--- config.mk ---
export PLATFORM = sky130hd
export DESIGN_NAME = rst_bank_top
export DESIGN_NICKNAME = d
export VERILOG_FILES = /design/src/rtl/rst_bank_pkg.sv /design/src/rtl/rst_bank_ctrl.sv /design/src/rtl/rst_bank_dp.sv /design/src/rtl/rst_bank_top.sv
export SDC_FILE = /design/constraint.sdc
export NUM_CORES = 1
export LEC_CHECK = 0
export BUFFER_PORTS_ARGS = -buffer_cell sky130_fd_sc_hd__buf_2
export CAP_MARGIN = 40
export CORE_AREA = 10 10 175 177
export DETAILED_ROUTE_END_ITERATION = 7
export DIE_AREA = 0 0 185 187
export MAX_ROUTING_LAYER = met4
export PLACE_DENSITY = 0.6
export SLEW_MARGIN = 20
export SYNTH_ARGS = -nofsm -noshare
export SYNTH_HDL_FRONTEND = slang
export SYNTH_SLANG_ARGS = --single-unit
--- constraint.sdc ---
create_clock -name clk -period 3 [get_ports clk]
set_input_delay 0.3 -clock clk [delete_from_list [all_inputs] [get_ports clk]]
set_output_delay 0.3 -clock clk [all_outputs]
set_load 0.02 [all_outputs]
--- src/rtl/rst_bank_pkg.sv ---
package rst_bank_pkg;
  localparam int NUM_REGS = 3;
  localparam int DATA_W = 32;
  localparam int BIT_W = $clog2(DATA_W);
  localparam int LINES = NUM_REGS * DATA_W;
  localparam logic [7:0] SW_OFFSET = 8'h14;

  localparam logic [1:0] OP_SET = 2'b00;
  localparam logic [1:0] OP_CLR = 2'b01;
  localparam logic [1:0] OP_QRY = 2'b10;

  // Offset order defines which slice of periphRst a register drives.
  function automatic logic [7:0] regOffset(input int k);
    case (k)
      0: return 8'h20;
      1: return 8'h24;
      default: return 8'h34;
    endcase
  endfunction

  typedef struct packed {
    logic [NUM_REGS-1:0] busSel;
    logic                swSel;
    logic [NUM_REGS-1:0] rdSel;
    logic                rdSw;
    logic [NUM_REGS-1:0] idSel;
    logic                idSet;
    logic                idClr;
    logic                idQuery;
    logic [BIT_W-1:0]    idBit;
  } ctrl_t;
endpackage

--- src/rtl/rst_bank_ctrl.sv ---
module rst_bank_ctrl
  import rst_bank_pkg::*;
#(
  parameter int ADDR_W = 8,
  parameter int ID_W = 16
) (
  input  logic [ADDR_W-1:0] busAddr,
  input  logic              busWrEn,
  input  logic              idValid,
  input  logic [1:0]        idOp,
  input  logic [ID_W-1:0]   idCode,
  output ctrl_t             strb,
  output logic              idAck,
  output logic              idError
);
  localparam int OFF_W = ID_W - 8;

  logic [NUM_REGS-1:0] busHit;
  logic [NUM_REGS-1:0] idHit;
  logic [OFF_W-1:0]    idOff;
  logic                legal;
  logic                modOp;
  logic                doOp;

  assign idOff = idCode[ID_W-1:8];

  for (genvar k = 0; k < NUM_REGS; k++) begin : g_dec
    assign busHit[k] = busAddr == ADDR_W'(regOffset(k));
    assign idHit[k]  = idOff == OFF_W'(regOffset(k));
  end

  assign legal = (|idHit) && (idCode[7:BIT_W] == '0) && (idOp != 2'b11);
  assign modOp = (idOp == OP_SET) || (idOp == OP_CLR);
  assign idAck = idValid && !(busWrEn && modOp);
  assign idError = idAck && !legal;
  assign doOp = idAck && legal;

  always_comb begin
    strb = '0;
    strb.busSel  = busWrEn ? busHit : '0;
    strb.swSel   = busWrEn && (busAddr == ADDR_W'(SW_OFFSET));
    strb.rdSel   = busHit;
    strb.rdSw    = busAddr == ADDR_W'(SW_OFFSET);
    strb.idSel   = doOp ? idHit : '0;
    strb.idSet   = idOp == OP_SET;
    strb.idClr   = idOp == OP_CLR;
    strb.idQuery = doOp && (idOp == OP_QRY);
    strb.idBit   = idCode[BIT_W-1:0];
  end
endmodule

--- src/rtl/rst_bank_dp.sv ---
module rst_bank_dp
  import rst_bank_pkg::*;
#(
  parameter int SW_RST_NUM = 3
) (
  input  logic              clk,
  input  logic              rstN,
  input  ctrl_t             strb,
  input  logic [DATA_W-1:0] busWrData,
  output logic [DATA_W-1:0] busRdData,
  output logic              idStatus,
  output logic [LINES-1:0]  periphRst,
  output logic              sysRstReq
);
  localparam bit SW_VALID = (SW_RST_NUM >= 1) && (SW_RST_NUM <= 4);
  localparam int TRIG_BIT = SW_VALID ? 2 + SW_RST_NUM : 0;

  logic [DATA_W-1:0]   rstReg [NUM_REGS];
  logic [DATA_W-1:0]   swReg;
  logic [NUM_REGS-1:0] bitAt;
  logic                swTrig;

  for (genvar k = 0; k < NUM_REGS; k++) begin : g_reg
    always_ff @(posedge clk or negedge rstN) begin
      if (!rstN) rstReg[k] <= '0;
      else if (strb.busSel[k]) rstReg[k] <= busWrData;
      else if (strb.idSel[k] && strb.idSet) rstReg[k][strb.idBit] <= 1'b1;
      else if (strb.idSel[k] && strb.idClr) rstReg[k][strb.idBit] <= 1'b0;
    end
    assign bitAt[k] = rstReg[k][strb.idBit];
    assign periphRst[k*DATA_W +: DATA_W] = rstReg[k];
  end

  if (SW_VALID) begin : g_sw
    assign swTrig = swReg[TRIG_BIT];
  end else begin : g_nosw
    assign swTrig = 1'b0;
  end

  always_ff @(posedge clk or negedge rstN) begin
    if (!rstN) swReg <= '0;
    else if (strb.swSel) swReg <= busWrData;
    else if (swTrig) swReg <= '0;
  end

  assign sysRstReq = swTrig;
  assign idStatus = strb.idQuery && |(strb.idSel & bitAt);

  always_comb begin
    busRdData = '0;
    for (int k = 0; k < NUM_REGS; k++)
      if (strb.rdSel[k]) busRdData = busRdData | rstReg[k];
    if (strb.rdSw) busRdData = busRdData | swReg;
  end
endmodule

--- src/rtl/rst_bank_top.sv ---
module rst_bank_top
  import rst_bank_pkg::*;
#(
  parameter int ADDR_W = 8,
  parameter int ID_W = 16,
  parameter int SW_RST_NUM = 3
) (
  input  logic              clk,
  input  logic              rstN,
  input  logic [ADDR_W-1:0] busAddr,
  input  logic              busWrEn,
  input  logic [31:0]       busWrData,
  output logic [31:0]       busRdData,
  input  logic              idValid,
  input  logic [1:0]        idOp,
  input  logic [ID_W-1:0]   idCode,
  output logic              idAck,
  output logic              idError,
  output logic              idStatus,
  output logic [95:0]       periphRst,
  output logic              sysRstReq
);
  ctrl_t strb;

  rst_bank_ctrl #(.ADDR_W(ADDR_W), .ID_W(ID_W)) ctrl_i (
    .busAddr(busAddr), .busWrEn(busWrEn), .idValid(idValid), .idOp(idOp),
    .idCode(idCode), .strb(strb), .idAck(idAck), .idError(idError)
  );

  rst_bank_dp #(.SW_RST_NUM(SW_RST_NUM)) dp_i (
    .clk(clk), .rstN(rstN), .strb(strb), .busWrData(busWrData),
    .busRdData(busRdData), .idStatus(idStatus), .periphRst(periphRst),
    .sysRstReq(sysRstReq)
  );
endmodule

==> results.sh, run 1 <==
export IMPL_async_reset_ff_share_pct=100
export IMPL_ant_nets=0
export IMPL_cts_tree="built"
export IMPL_clock_sinks=128
export IMPL_synth_edf_count=0
export IMPL_worst_path_largest_cell_delay_ns=0.55
export IMPL_coreArea_mm2=0.0273
export IMPL_drv_slew=0
export IMPL_arrival_ns=2.48
export IMPL_via_per_inst=5.97
export IMPL_crit_chain="mux2i_1 -> a22oi_1 -> o22a_1 -> o2111ai_1 -> o311ai_1 -> buf_4 -> buf_2"
export IMPL_ys_ff_latch=128
export IMPL_grt_overflow_total=0
export IMPL_grtUsageTotal_pct=20.8
export IMPL_nNetsFinal=1181
export IMPL_start_util_pct=29.5
export IMPL_crit_path_max_fanout=4
export IMPL_fin_tns_setup_ns=0
export IMPL_ys_seq_area_share_pct=39.7
export IMPL_power_density_mw_per_mm2=467
export IMPL_io_pins=194
export IMPL_root_buffer="clkbuf_16"
export IMPL_period_share_pct=92.7
export IMPL_slowest_stage="o311ai_1"
export IMPL_hp_class="input pin to flop"
export IMPL_ys_types=49
export IMPL_status="finished clean"
export IMPL_final_instance_count_excl_fill=1478
export IMPL_via_count=8818
export IMPL_worstSetupPathType="flop to output port"
export IMPL_worstSetupStartpointType="flop"
export IMPL_final_layout_size_suffix_gt1_share_pct=26.6
export IMPL_drtPass1Iterations=7
export IMPL_clk_latency_ns=0.43
export IMPL_dieArea_mm2=0.0346
export IMPL_postCtsSetupBuffers=0
export IMPL_die_y_um=187
export IMPL_fin_ws_ns=0.219
export IMPL_n_fill_cell=2835
export IMPL_yosys_warnings=0
export IMPL_totalWireLength_mm=35.8
export IMPL_grt_setup_unrepaired="no"
export IMPL_regArea_mm2=0.00320
export IMPL_port_buffer_count=193
export IMPL_p_leak_uw=0.00467
export IMPL_irDropWorstVdd_uv=391
export IMPL_clockBufferDepth=2
export IMPL_maxCapViolCount=0
export IMPL_setup_viol=0
export IMPL_dp_hpwl_mm=25.3
export IMPL_antenna_found_initial=1
export IMPL_finClkSkew_ns=0.0127
export IMPL_syn_num_nets=1016
export IMPL_synthFlopType="dfrtp_1"
export IMPL_critPathCaptureType="output port"
export IMPL_max_freq_mhz=360
export IMPL_layout_commonest_cell="nand2_1"
export IMPL_finalHoldViolCount=0
export IMPL_pre_cts_slack_ns=0.0896
export IMPL_total_power_uw=4760
export IMPL_synth_avg_cell_area_um2=8.46
export IMPL_worstMarginPinSlew_ns=0.878
export IMPL_netlist_area_mm2=0.00807
export IMPL_multi_input_area_mm2=0.00448
export IMPL_drc=0
export IMPL_crit_required_ns=2.70
export IMPL_cts_max_level=4
export IMPL_gp_congestion=0.892
export IMPL_area_delta_synth_final_pct=26.3
export IMPL_wire_per_inst_um=24.2
export IMPL_max_slew_margin_pct=41.5
export IMPL_drtIter0Drc=1008
export IMPL_period_minus_slack_ns=2.78
export IMPL_netlist_instances=954
export IMPL_first_global_vias=8836
export IMPL_path_clk_slew_ns=0.06
export IMPL_numCtsBuffers=17
export IMPL_rows=61
export IMPL_fp_dieW_um=185
export IMPL_layout_common_cells="231 x nand2_1, 192 x buf_2, 128 x o211ai_1, 128 x dfrtp_1, 111 x nand3_1"
export IMPL_dp_cells=1444
export IMPL_grt_pass1_wl_mm=54.7
export IMPL_grt_max_degree=54
==> per-stage QoR <==
step | hold slack, ns | utilization (%) | area (um2)
3_5_place_dp | 0.432 | 35.0 | 9550
2_1_floorplan | 0.00441 | - | 8070
4_1_cts | 0.122 | 37.2 | 10200
5_1_grt | 0.130 | 37.3 | 10200
6_report | 0.137 | 37.3 | 10200
3_3_place_gp | 0.430 | 34.9 | 9520
==> report_power, final <==
part	switching (uW)	internal [uW]	leakage, uW	total (uW)
Combinational	402	234	0.00275	635
Clock	813	1350	0.000284	2160
Sequential	120	1840	0.00163	1960
==> layer usage <==
metal | up-vias | part of all wire, % | wire (um) | track usage [%]
li1 | 3875 | - | - | -
met1 | 4345 | 41 | 14500 | 26.2
met2 | 528 | 46 | 16500 | 31.3
met3 | 70 | 10 | 3610 | 5.34
met4 | 0 | 3.1 | 1090 | 8.19
met5 | - | 0 | 0 | -
==> cells by family (layout without fill, tap and decap cells) <==
logic type	after synthesis	after routing	synth area share (%)
flops	128	128	39.7
buf+inv	98	275	5.15
mux	37	37	7.00
simple gates	477	477	28.2
compound gates	214	214	19.9
other cells	0	1	0
==> timing repair <==
action                                  in CTS  in global routing
gates resized for setup                      0                  1
endpoints found under the hold margin       48                  0
hold buffers                                 1                  0
endpoints found under the setup margin       0                  1
==> critical path: cells and delay by family (launching register included) <==
| kind | cells | cell delay, ns |
|---|---|---|
| mux | 1 | 0.13 |
| flops | 1 | 0.43 |
| buf+inv | 2 | 0.36 |
| compound gates | 4 | 1.14 |
==> synthesized netlist by cell type (4+ instances only) <==
| cell type | count | share of area [%] |
|---|---|---|
| a222oi_1 | 32 | 4.0 |
| and2_1 | 6 | 0.47 |
| and3_1 | 5 | 0.39 |
| buf_2 | 26 | 1.6 |
| clkbuf_1 | 65 | 3.0 |
| dfrtp_1 | 128 | 40 |
| mux2_2 | 5 | 0.70 |
| mux2i_1 | 17 | 2.1 |
| mux4_2 | 15 | 4.2 |
| nand2_1 | 231 | 11 |
| nand2b_1 | 39 | 3.0 |
| nand3_1 | 111 | 6.9 |
| nand4_1 | 25 | 1.9 |
| nor2_1 | 27 | 1.3 |
| nor3b_1 | 6 | 0.56 |
| o211ai_1 | 128 | 12 |
| o21ai_0 | 31 | 1.9 |
| or2_2 | 4 | 0.31 |
==> worst paths after layout <==
check / start / depth (start not counted) / slack [ns] / to
hold / removal: busWrData[24] / 3 / 0.14 / flop
max in group asynchronous: rstN / 4 / 1.96 / asynchronous set/reset pin
setup / recovery: flop / 7 / 0.22 / idStatus
setup reg to reg: dp_i.swReg[5] / 3 / 1.49 / dp_i.swReg[8]
hold reg to reg: dp_i.swReg[27] / 2 / 0.54 / dp_i.swReg[27]
min in group asynchronous: rstN / 2 / 0.22 / dp_i.swReg[24]
==> final cells by class <==
class	instances	area share, %
flip-flops and latches	128	31.4
well taps	346	4.25
inverters	3	0.111
multi-input cells	728	44.0
diodes	1	0.0246
clock buffers	23	4.59
clock inverters	8	1.29
repair buffers	241	14.3
(Power assumes the default switching activity.)
==> run 2, diff against run 1 <==
--- a/config.mk
+++ b/config.mk
@@ -7,11 +7,11 @@
 export LEC_CHECK = 0
 export BUFFER_PORTS_ARGS = -buffer_cell sky130_fd_sc_hd__buf_2
 export CAP_MARGIN = 40
-export CORE_AREA = 10 10 175 177
+export CORE_AREA = 10 10 133 135
 export DETAILED_ROUTE_END_ITERATION = 7
-export DIE_AREA = 0 0 185 187
+export DIE_AREA = 0 0 143 145
 export MAX_ROUTING_LAYER = met4
-export PLACE_DENSITY = 0.6
+export PLACE_DENSITY = 0.9
 export SLEW_MARGIN = 20
 export SYNTH_ARGS = -nofsm -noshare
 export SYNTH_HDL_FRONTEND = slang
==> constraint.sdc (replaced) <==
create_clock -name clk -period 3.2 [get_ports clk]
set_input_delay 0.32 -clock clk [delete_from_list [all_inputs] [get_ports clk]]
set_output_delay 0.32 -clock clk [all_outputs]
set_load 0.02 [all_outputs]
==> run 2 against run 1 <==
  * The flow now finishes with violations (DRC)
  * Clock skew shrank 0.0070 ns
  * Critical path depth is the same
  * Combinational power shrank 8.7%
  * Die area shrank 40%
  * Clock-buffer cell count grew 1
  * Largest power group is now registers
  * Setup slack gained 0.12 ns
  * Register-to-register slack gained 0.36 ns
  * Power shrank 13%
  * Global-route usage grew 10 points
==> results.sh, run 2 (synthesized netlist as in run 1, its figures left out) <==
export IMPL_path_clk_slew_ns=0.06
export IMPL_final_layout_size_suffix_gt1_share_pct=26.0
export IMPL_grt_max_degree=68
export IMPL_wire_per_inst_um=24.6
export IMPL_drc=29
export IMPL_fin_area_mm2=0.00978
export IMPL_max_freq_mhz=350
export IMPL_grtUsageTotal_pct=30.8
export IMPL_endpoint="idStatus"
export IMPL_status="complete, but fails checks"
export IMPL_worst_path_largest_cell_delay_ns=0.69
export IMPL_rr_startpoint="dp_i.swReg[5]"
export IMPL_grt_pass1_wl_mm=50.2
export IMPL_n_fill_cell=1162
export IMPL_dp_hpwl_mm=21.6
export IMPL_via_count=9346
export IMPL_numCtsBuffers=17
export IMPL_worstMarginPinSlew_ns=0.841
export IMPL_postCtsSetupBuffers=0
export IMPL_total_power_uw=4130
export IMPL_worstSetupStartpointType="input pin"
export IMPL_drtIter0Drc=2015
export IMPL_grt_setup_unrepaired="no"
export IMPL_fp_dieW_um=143
export IMPL_final_instance_count_excl_fill=1315
export IMPL_rows=45
export IMPL_dieArea_mm2=0.0207
export IMPL_critPathTopFamily="simple AND/OR/NAND/NOR gates"
export IMPL_drv_slew=0
export IMPL_coreArea_mm2=0.0150
export IMPL_finClkSkew_ns=0.00574
export IMPL_clk_latency_ns=0.42
export IMPL_start_util_pct=53.7
export IMPL_crit_start="idCode[9]"
export IMPL_ant_nets=0
export IMPL_irDropWorstVdd_uv=405
export IMPL_min_delay_path_depth=3
export IMPL_path_depth=7
export IMPL_layout_common_cells="231 x nand2_1, 192 x buf_2, 128 x o211ai_1, 128 x dfrtp_1, 111 x nand3_1"
export IMPL_setup_viol=0
export IMPL_crit_chain="buf_2 -> nor4b_2 -> nand3_1 -> nor3_1 -> o2111ai_1 -> o311ai_0 -> buf_2"
export IMPL_nNetsFinal=1173
export IMPL_power_density_mw_per_mm2=422
export IMPL_worst_path_buf_inv=2
export IMPL_crit_path_max_fanout=5
export IMPL_rr_worst_depth=3
export IMPL_arrival_ns=2.54
export IMPL_p_leak_uw=0.00458
export IMPL_period_minus_slack_ns=2.86
export IMPL_rrSetupSlack_ns=1.85
export IMPL_finalHoldViolCount=0
export IMPL_crit_top_cell="buf_2"
export IMPL_die_y_um=145
export IMPL_via_per_inst=7.11
export IMPL_area_delta_synth_final_pct=21.3
export IMPL_clockBufferDepth=2
export IMPL_placed_area_mm2=0.00923
export IMPL_first_global_vias=9051
export IMPL_port_buffer_count=193
export IMPL_slowest_stage="o311ai_0"
export IMPL_totalWireLength_mm=32.4
export IMPL_cts_max_level=4
export IMPL_reg2reg_to="dp_i.swReg[4]"
export IMPL_dp_cells=1278
export IMPL_maxCapViolCount=0
export IMPL_crit_required_ns=2.88
export IMPL_hp_class="input pin to flop"
export IMPL_violations="DRC"
export IMPL_cts_tree="built"
export IMPL_period_share_pct=89.4
export IMPL_drtPass1Iterations=8
export IMPL_critPathCaptureType="output port"
export IMPL_layout_commonest_cell="nand2_1"
export IMPL_io_pins=194
export IMPL_root_buffer="clkbuf_16"
export IMPL_clock_sinks=128
export IMPL_max_slew_margin_pct=44.0
export IMPL_antenna_found_initial=4
export IMPL_grt_overflow_total=0
export IMPL_gp_congestion=1.04
export IMPL_worstSetupPathType="input pin to output port"
export IMPL_fin_tns_setup_ns=0
run 2: routing by layer:
metal | wire, um | up-vias | track usage, %
li1 | - | 3872 | -
met1 | 11100 | 4275 | 37.1
met2 | 14800 | 986 | 46.5
met3 | 4620 | 213 | 8.28
met4 | 1800 | 0 | 15.8
met5 | 0 | - | -
run 2: tightest hold or removal path, stage by stage:
cell and delay, ns:
buf_2 0.11, nand2_1 0.05, nand3_1 0.06
run 2: report_power, final:
part           internal (uW)  total (uW)  switching (uW)
sequential              1730        1840             114
clock                   1020        1720             700
combinational            210         580             369
run 2: area by class of cell:
cell class                 count  area (um2)  share of cell area [%]
multi-input combinational    728        4470                    45.7
timing repair buffer         233        1340                    13.7
sequential                   128        3200                    32.7
tap                          188         235                    2.40
inverter                       3        11.3                   0.115
clock inverter                 7        37.5                   0.384
clock buffer                  24         472                    4.82
antenna                        4        10.0                   0.102
run 2: worst min path at each step:
| stage | start | end | slack (ns) |
|---|---|---|---|
| after floorplan | rstN | asynchronous set/reset pin | 0.02 |
| after CTS | rstN | dp_i.swReg[0] | 0.01 |
| after global placement | rstN | dp_i.swReg[0] | 0.45 |
| final | busWrData[23] | flop | 0.15 |
| after global routing | busWrData[18] | flop | 0.16 |
| after detailed placement | rstN | dp_i.swReg[0] | 0.45 |
run 2: stage by stage:
step	util, %	hold WS [ns]	worst slack [ns]
global route	65.1	0.162	0.239
finish	65.1	0.154	0.341
floorplan	-	0.0244	0.543
global placement	61.4	0.455	0.524
CTS	64.8	0.0134	0.505
detailed placement	61.4	0.454	0.504
run 2: repair_timing:
action                                  in CTS  in global routing
endpoints found under the setup margin       0                  0
hold buffers                                 0                  1
endpoints found under the hold margin        0                 91
resized for setup                            0                  0
